==> src/rtl/canTxPkg.sv <==
package canTxPkg;

  localparam int SLOT_W     = 8;
  localparam int FIN_BIT    = 0;
  localparam int OK_BIT     = 1;
  localparam int ARB_BIT    = 2;
  localparam int ERR_BIT    = 3;
  localparam int STOP_BIT   = 7;
  localparam int EMPTY_BASE = 26;
  localparam int LAST_BASE  = 29;

  typedef enum logic [1:0] {
    RES_OK  = 2'd0,
    RES_ARB = 2'd1,
    RES_ERR = 2'd2
  } txResult_e;

  // strobes from the control to the flag datapath, one set per mailbox
  typedef struct packed {
    logic setFin;
    logic setOk;
    logic setArb;
    logic setErr;
    logic markEmpty;
    logic markFull;
    logic setStop;
    logic clrStop;
  } mbStrobe_t;

endpackage

==> src/rtl/canTxOrderCtl.sv <==
module canTxOrderCtl
  import canTxPkg::*;
#(
  parameter int NUM_MB = 3,
  parameter int CNT_W  = $clog2(NUM_MB + 1)
) (
  input  logic                         clk,
  input  logic                         rstN,
  input  logic [NUM_MB-1:0]            mbLoad,
  input  logic [NUM_MB-1:0]            txStart,
  input  logic [NUM_MB-1:0]            txEnd,
  input  logic [1:0]                   txResult,
  input  logic [NUM_MB-1:0]            wrStop,
  input  logic [NUM_MB-1:0]            emptyQ,
  output mbStrobe_t [NUM_MB-1:0]       strobe,
  output logic [NUM_MB-1:0]            lastMb
);

  logic [NUM_MB-1:0] busyQ, doLoad, endEv, stopWr, abortNow, removeEv, survive;
  logic [CNT_W-1:0]  rankQ [NUM_MB];
  logic [CNT_W-1:0]  rankD [NUM_MB];
  logic [CNT_W-1:0]  pendCnt, survCnt;

  always_comb begin
    for (int i = 0; i < NUM_MB; i++) begin
      doLoad[i]   = mbLoad[i] && emptyQ[i];
      endEv[i]    = txEnd[i] && !emptyQ[i];
      stopWr[i]   = wrStop[i] && !emptyQ[i] && !endEv[i];
      abortNow[i] = stopWr[i] && !busyQ[i] && !txStart[i];
      removeEv[i] = endEv[i] || abortNow[i];
      survive[i]  = !emptyQ[i] && !removeEv[i];

      strobe[i].setFin    = removeEv[i];
      strobe[i].setOk     = endEv[i] && (txResult == RES_OK);
      strobe[i].setArb    = endEv[i] && (txResult == RES_ARB);
      strobe[i].setErr    = endEv[i] && (txResult == RES_ERR);
      strobe[i].markEmpty = removeEv[i];
      strobe[i].markFull  = doLoad[i];
      strobe[i].setStop   = stopWr[i] && !abortNow[i];
      strobe[i].clrStop   = endEv[i];
    end
  end

  assign pendCnt = CNT_W'($countones(~emptyQ));
  assign survCnt = CNT_W'($countones(survive));

  // next rank: survivors close the gaps, new loads join at the tail in index order
  always_comb begin
    for (int i = 0; i < NUM_MB; i++) begin
      logic [CNT_W-1:0] shift;
      shift = '0;
      if (survive[i]) begin
        for (int j = 0; j < NUM_MB; j++)
          if (removeEv[j] && (rankQ[j] < rankQ[i])) shift = shift + 1'b1;
        rankD[i] = rankQ[i] - shift;
      end else if (doLoad[i]) begin
        for (int j = 0; j < i; j++)
          if (doLoad[j]) shift = shift + 1'b1;
        rankD[i] = survCnt + shift;
      end else begin
        rankD[i] = '0;
      end
    end
  end

  always_ff @(posedge clk or negedge rstN) begin
    if (!rstN) begin
      busyQ <= '0;
      for (int i = 0; i < NUM_MB; i++) rankQ[i] <= '0;
    end else begin
      for (int i = 0; i < NUM_MB; i++) begin
        rankQ[i] <= rankD[i];
        if (removeEv[i])                      busyQ[i] <= 1'b0;
        else if (txStart[i] && !emptyQ[i])    busyQ[i] <= 1'b1;
      end
    end
  end

  always_comb begin
    for (int i = 0; i < NUM_MB; i++)
      lastMb[i] = !emptyQ[i] && (pendCnt >= CNT_W'(2)) && (rankQ[i] == pendCnt - 1'b1);
  end

  generate
    for (genvar i = 0; i < NUM_MB; i++) begin : g_chk
      // a started frame only exists on a pending mailbox
      p_busy_pending_r8: assert property (@(posedge clk) disable iff (!rstN)
        busyQ[i] |-> !emptyQ[i]);
      for (genvar j = i + 1; j < NUM_MB; j++) begin : g_pair
        // two pending mailboxes never share a queue position
        p_rank_unique_r10: assert property (@(posedge clk) disable iff (!rstN)
          (!emptyQ[i] && !emptyQ[j]) |-> (rankQ[i] != rankQ[j]));
      end
    end
  endgenerate

endmodule

==> src/rtl/canTxFlagPath.sv <==
module canTxFlagPath
  import canTxPkg::*;
#(
  parameter int NUM_MB = 3
) (
  input  logic                   clk,
  input  logic                   rstN,
  input  mbStrobe_t [NUM_MB-1:0] strobe,
  input  logic [31:0]            wrClr,
  input  logic [NUM_MB-1:0]      lastMb,
  output logic [NUM_MB-1:0]      emptyQ,
  output logic [31:0]            statusWord
);

  logic [NUM_MB-1:0] finQ, okQ, arbQ, errQ, stopQ;

  generate
    for (genvar i = 0; i < NUM_MB; i++) begin : g_mb
      localparam int BASE = i * SLOT_W;

      always_ff @(posedge clk or negedge rstN) begin
        if (!rstN) begin
          finQ[i]   <= 1'b0;
          okQ[i]    <= 1'b0;
          arbQ[i]   <= 1'b0;
          errQ[i]   <= 1'b0;
          stopQ[i]  <= 1'b0;
          emptyQ[i] <= 1'b1;
        end else begin
          if (strobe[i].setFin)              finQ[i] <= 1'b1;
          else if (wrClr[BASE + FIN_BIT])    finQ[i] <= 1'b0;
          if (strobe[i].setOk)               okQ[i]  <= 1'b1;
          else if (wrClr[BASE + OK_BIT])     okQ[i]  <= 1'b0;
          if (strobe[i].setArb)              arbQ[i] <= 1'b1;
          else if (wrClr[BASE + ARB_BIT])    arbQ[i] <= 1'b0;
          if (strobe[i].setErr)              errQ[i] <= 1'b1;
          else if (wrClr[BASE + ERR_BIT])    errQ[i] <= 1'b0;

          if (strobe[i].clrStop || strobe[i].markEmpty) stopQ[i] <= 1'b0;
          else if (strobe[i].setStop)                  stopQ[i] <= 1'b1;

          if (strobe[i].markEmpty)       emptyQ[i] <= 1'b1;
          else if (strobe[i].markFull)   emptyQ[i] <= 1'b0;
        end
      end

      // a hardware set beats a same-cycle software clear
      p_set_wins_r6: assert property (@(posedge clk) disable iff (!rstN)
        (strobe[i].setFin && wrClr[BASE + FIN_BIT]) |=> finQ[i]);
      // a load takes the mailbox out of the empty state
      p_load_clears_r3: assert property (@(posedge clk) disable iff (!rstN)
        strobe[i].markFull |=> !emptyQ[i]);
      // a held stop request stays until the frame ends
      p_stop_hold_r8: assert property (@(posedge clk) disable iff (!rstN)
        (stopQ[i] && !strobe[i].clrStop && !strobe[i].markEmpty) |=> stopQ[i]);
      // an abort empties the mailbox with the stop bit clear
      p_abort_r7: assert property (@(posedge clk) disable iff (!rstN)
        (strobe[i].markEmpty && !strobe[i].setOk && !strobe[i].setArb && !strobe[i].setErr)
          |=> (emptyQ[i] && finQ[i] && !stopQ[i]));
    end
  endgenerate

  always_comb begin
    statusWord = '0;
    for (int i = 0; i < NUM_MB; i++) begin
      statusWord[i*SLOT_W + FIN_BIT]  = finQ[i];
      statusWord[i*SLOT_W + OK_BIT]   = okQ[i];
      statusWord[i*SLOT_W + ARB_BIT]  = arbQ[i];
      statusWord[i*SLOT_W + ERR_BIT]  = errQ[i];
      statusWord[i*SLOT_W + STOP_BIT] = stopQ[i];
      statusWord[EMPTY_BASE + i]      = emptyQ[i];
      statusWord[LAST_BASE + i]       = lastMb[i];
    end
  end

  // at most one last flag, and only with two or more pending
  p_last_two_r10: assert property (@(posedge clk) disable iff (!rstN)
    (lastMb != '0) |-> ($onehot0(lastMb) && ($countones(~emptyQ) >= 2)));

endmodule

==> src/rtl/canTxStatus.sv <==
module canTxStatus
  import canTxPkg::*;
#(
  parameter int NUM_MB = 3,
  localparam int CNT_W = $clog2(NUM_MB + 1)
) (
  input  logic              clk,
  input  logic              rstN,
  input  logic [NUM_MB-1:0] mbLoad,
  input  logic [NUM_MB-1:0] txStart,
  input  logic [NUM_MB-1:0] txEnd,
  input  logic [1:0]        txResult,
  input  logic              regWrEn,
  input  logic [31:0]       regWrData,
  output logic [31:0]       statusWord
);

  mbStrobe_t [NUM_MB-1:0] strobe;
  logic [NUM_MB-1:0]      emptyQ, lastMb, wrStop;
  logic [31:0]            wrClr;

  assign wrClr = regWrEn ? regWrData : 32'd0;

  generate
    for (genvar i = 0; i < NUM_MB; i++) begin : g_stop
      assign wrStop[i] = wrClr[i*SLOT_W + STOP_BIT];
    end
  endgenerate

  canTxOrderCtl #(.NUM_MB(NUM_MB), .CNT_W(CNT_W)) u_ctl (
    .clk(clk), .rstN(rstN), .mbLoad(mbLoad), .txStart(txStart), .txEnd(txEnd),
    .txResult(txResult), .wrStop(wrStop), .emptyQ(emptyQ),
    .strobe(strobe), .lastMb(lastMb)
  );

  canTxFlagPath #(.NUM_MB(NUM_MB)) u_dp (
    .clk(clk), .rstN(rstN), .strobe(strobe), .wrClr(wrClr),
    .lastMb(lastMb), .emptyQ(emptyQ), .statusWord(statusWord)
  );

endmodule

==> config.mk <==
export PLATFORM = sky130hd
export DESIGN_NAME = canTxStatus
export DESIGN_NICKNAME = d
export VERILOG_FILES = /design/src/rtl/canTxPkg.sv /design/src/rtl/canTxOrderCtl.sv /design/src/rtl/canTxFlagPath.sv /design/src/rtl/canTxStatus.sv
export SDC_FILE = /design/constraint.sdc
export NUM_CORES = 1
export LEC_CHECK = 0
export BUFFER_PORTS_ARGS = -buffer_cell sky130_fd_sc_hd__buf_4
export CORE_MARGIN = 3
export CORE_UTILIZATION = 47
export DETAILED_ROUTE_END_ITERATION = 12
export PLACE_DENSITY = 0.77
export SLEW_MARGIN = 20
export SYNTH_ARGS = -nofsm -noshare
export SYNTH_HDL_FRONTEND = slang
export SYNTH_SLANG_ARGS = --single-unit
==> constraint.sdc <==
create_clock -name clk -period 2.5 [get_ports clk]
set_clock_uncertainty 0.05 [all_clocks]
set_input_delay 0.5 -clock clk [delete_from_list [all_inputs] [get_ports clk]]
set_output_delay 0.5 -clock clk [all_outputs]
set_load 0.01 [all_outputs]
==> impl_results.md <==
- Clk pin slew, worst setup/hold paths: 0.15 ns
- CP max stage cell: fa_2
- Avg Inst Size Synth: 9.98 um2
- Via count: 1396
- Clock Latency Late Sink: 0.32 ns
- Area of the multi-input gates: 923 um2
- Worst Path Arrival: 2.04 ns
- Post-route ant nets: 0
- GRT Residual Overflow: 0
- Crit Path Category: register to output pin
- Most frequent cells in the layout: buf_4 (64), nand2_1 (24), dfrtp_1 (24)
- Core area: 3420 um2
- DR pass1 iterations: 4
- Placed cell area: 2150 um2
- # rows: 21
- Post-route worst setup slack: -0.0900 ns
- Post-placement cell count: 274
- Synth Instances: 171
- IO Count: 78
- Hold/Removal Path Class: input port to register
- Cell variety after synth: 33
- Min-delay src: mbLoad[2]
- R2r endpoint: u_ctl.rankQ[1]
- Clock Path Buffers: 2
- Sink Count: 27
- H-Tree Depth: 1
- Worst path max stage delay: 0.62 ns
- All-layer global routing usage: 18.7%
- Power Density: 750 nW/um2
- Register area share after synthesis: 39.8%
- Maximum vdd drop: 0.457 mV
- DIE AREA: 4390 um2
- Final Wtd Congestion: 0.876
- Layout cell share with drive strength beyond 1: 34.2%
- Critical Path RT: 1.95 ns
- Seq. cell area: 679 um2
- Avg WL per Cell: 13.0 um
- Clock buffer count from CTS: 3
- Vias in the first global route: 1395
- First-pass GRT wire length: 6.32 mm
- #FFs+latches synth: 27
- LEAKAGE: 0.00116 uW
- Setup crit start kind: register
- Bufs and invs on worst path: 2
- Die Wd: 66.3 um
- Mapped Area: 1710 um2
- Setup violators final: 3
- Fin area: 2230 um2
- Die Span Y: 66.3 um
- Vias per cell: 4.93
- CTS tree: built
- Initial Util: 50.0%
- Worst R2R Setup Slack: 0.22 ns
- Largest net degree at the start of global routing: 28
- Register-to-Register Path Depth: 8
- Final Util: 65.4%
- Detailed placement HPWL: 3.06 mm
- Initial antenna violation count: 0
- Port Buf Inserts: 49
- Fmax: 386 MHz
- Area growth syn-to-layout: 30.9%
- Status: finished, violations left
- Initial drt markers: 66
- WL final: 3.69 mm
- Levels on crit path: 6
- Violated checks: negative setup slack
- Fin cells: 283
- Filler cells: 280
- Final min period: 2.59 ns
- Worst setup EP type: output pin
- Setup crit end: statusWord[30]
- Critical Path Fanout Max: 6
- Crit-path cells: inv_2 -> fa_2 -> nand2_1 -> o22ai_2 -> and3_1 -> buf_4
- Diodes inserted: 0
- CTS root buffer: clkbuf_4
- MaxCap Viol Count: 0
- Crit share post-route: 104%
- Layout Nets: 301
- # DRC: 0
- FF-to-FF Start: u_dp.emptyQ[2]
- RSZ-0062 raised after global routing: yes
- Commonest non-fill, non-tap cell in the layout: buf_4
- Final Hold Vio Count: 0
- Worst setup startpoint: u_dp.emptyQ[1]
- Max-slew violations: 0
- Yosys warns: 0
- Crit path max-delay family: adder cells
## through the flow
stage	hold slack [ns]	worst slack, ns	TNS, ns	power (uW)
2_1_floorplan	0.154	0.105	0	1170
3_5_place_dp	0.382	-0.0285	-0.0285	1460
5_1_grt	0.267	-0.210	-0.541	1850
4_1_cts	0.00568	-0.0942	-0.248	1670
6_report	0.277	-0.0900	-0.213	1680
3_3_place_gp	0.382	0.0137	0	1430
## how the worst min path moves through the flow
stage / endpoint / slack, ns / cells past startpoint
3_3_place_gp: u_dp.statusWord[16] / 0.38 / 1
2_1_floorplan: u_ctl.busyQ[0] / 0.15 / 0
3_5_place_dp: u_dp.statusWord[16] / 0.38 / 1
4_1_cts: u_dp.statusWord[16] / 0.006 / 1
6_report: u_dp.emptyQ[2] / 0.28 / 2
5_1_grt: u_dp.emptyQ[2] / 0.27 / 2
## power by group
part / total [uW] / leakage (uW) / switching [uW] / internal, uW
logic: 861 / 0.000806 / 412 / 449
clock network: 187 / 0.0000139 / 126 / 61.0
registers: 628 / 0.000338 / 85.6 / 542
total: 1680 / 0.00116 / 623 / 1050
## metal layers
layer,up-vias,share of wire [%],track usage (%)
li1,694,-,-
met3,2,4.2,2.38
met1,669,43,25.5
met4,0,0.46,4.57
met2,31,52,31.2
met5,-,0,0
## registers in the layout, summed over array words and instances, names as in the netlist
| name | cells |
|---|---|
| u_ctl.rankQ | 6 |
| u_ctl.busyQ | 3 |
| u_dp.emptyQ | 3 |
| u_dp.statusWord | 15 |
## cells in the mapped netlist
library cell	count	share of area, %
or3_4	2	1.3
nand2b_1	2	0.73
o21ai_1	3	0.88
mux2i_1	1	0.59
a211oi_1	2	0.88
nor4bb_4	2	2.9
o21ai_0	4	1.2
buf_4	11	4.8
nand2_1	24	5.3
conb_1	1	0.22
nor2b_1	8	2.9
clkbuf_1	1	0.22
and3_1	5	1.8
ha_1	15	11
nor3_2	1	0.59
o2bb2ai_1	1	0.51
a21oi_1	5	1.5
xnor2_1	8	4.1
o22ai_1	4	1.5
xor2_1	1	0.51
buf_6	1	0.66
o211a_1	1	0.59
dfrtp_1	24	35
a22o_1	10	5.1
dfstp_2	3	4.6
fa_1	2	2.3
nor2_1	6	1.3
o21a_1	3	1.3
and4bb_2	1	0.73
inv_1	14	3.1
nand3_1	1	0.29
nor3_1	3	0.88
and2_1	1	0.37
## timing repair
action | CTS | global route
hold buffers | 0 | 1
endpoints found under the setup margin | 3 | 3
pin swaps | 3 | 2
gates resized for setup | 2 | 2
endpoints found under the hold margin | 0 | 15
buffers inserted | 3 | 1
## worst register-to-register path: stages, from the launching register on
cell and delay, ns:
dfstp_2 0.41, buf_4 0.15, or3_4 0.41, fa_1 0.54, inv_1 0.06, ha_1 0.19
xnor2_1 0.17, xnor2_1 0.14, o22ai_1 0.09
## cell type report
type                       instances  area share (%)
tap                               46            2.58
clock inverter                     1           0.336
timing repair buffer              65            22.0
sequential                        27            30.4
multi-input combinational        127            41.3
inverter                          14            2.35
clock buffer                       3            1.01
## cell families (layout without fill, tap and decap cells)
family | count (synthesis) | after routing | synth area share, %
xor gates and xnor gates | 9 | 9 | 4.62
AOI/OAI and AO/OA | 33 | 33 | 13.4
buffers and inverters | 27 | 83 | 8.80
DFF | 27 | 27 | 39.8
and+or+nand+nor | 56 | 56 | 19.2
other | 1 | 11 | 0.220
adders and majority gates | 17 | 17 | 13.3
muxes | 1 | 1 | 0.587
No activity file was read; power rests on OpenSTA's default activity.
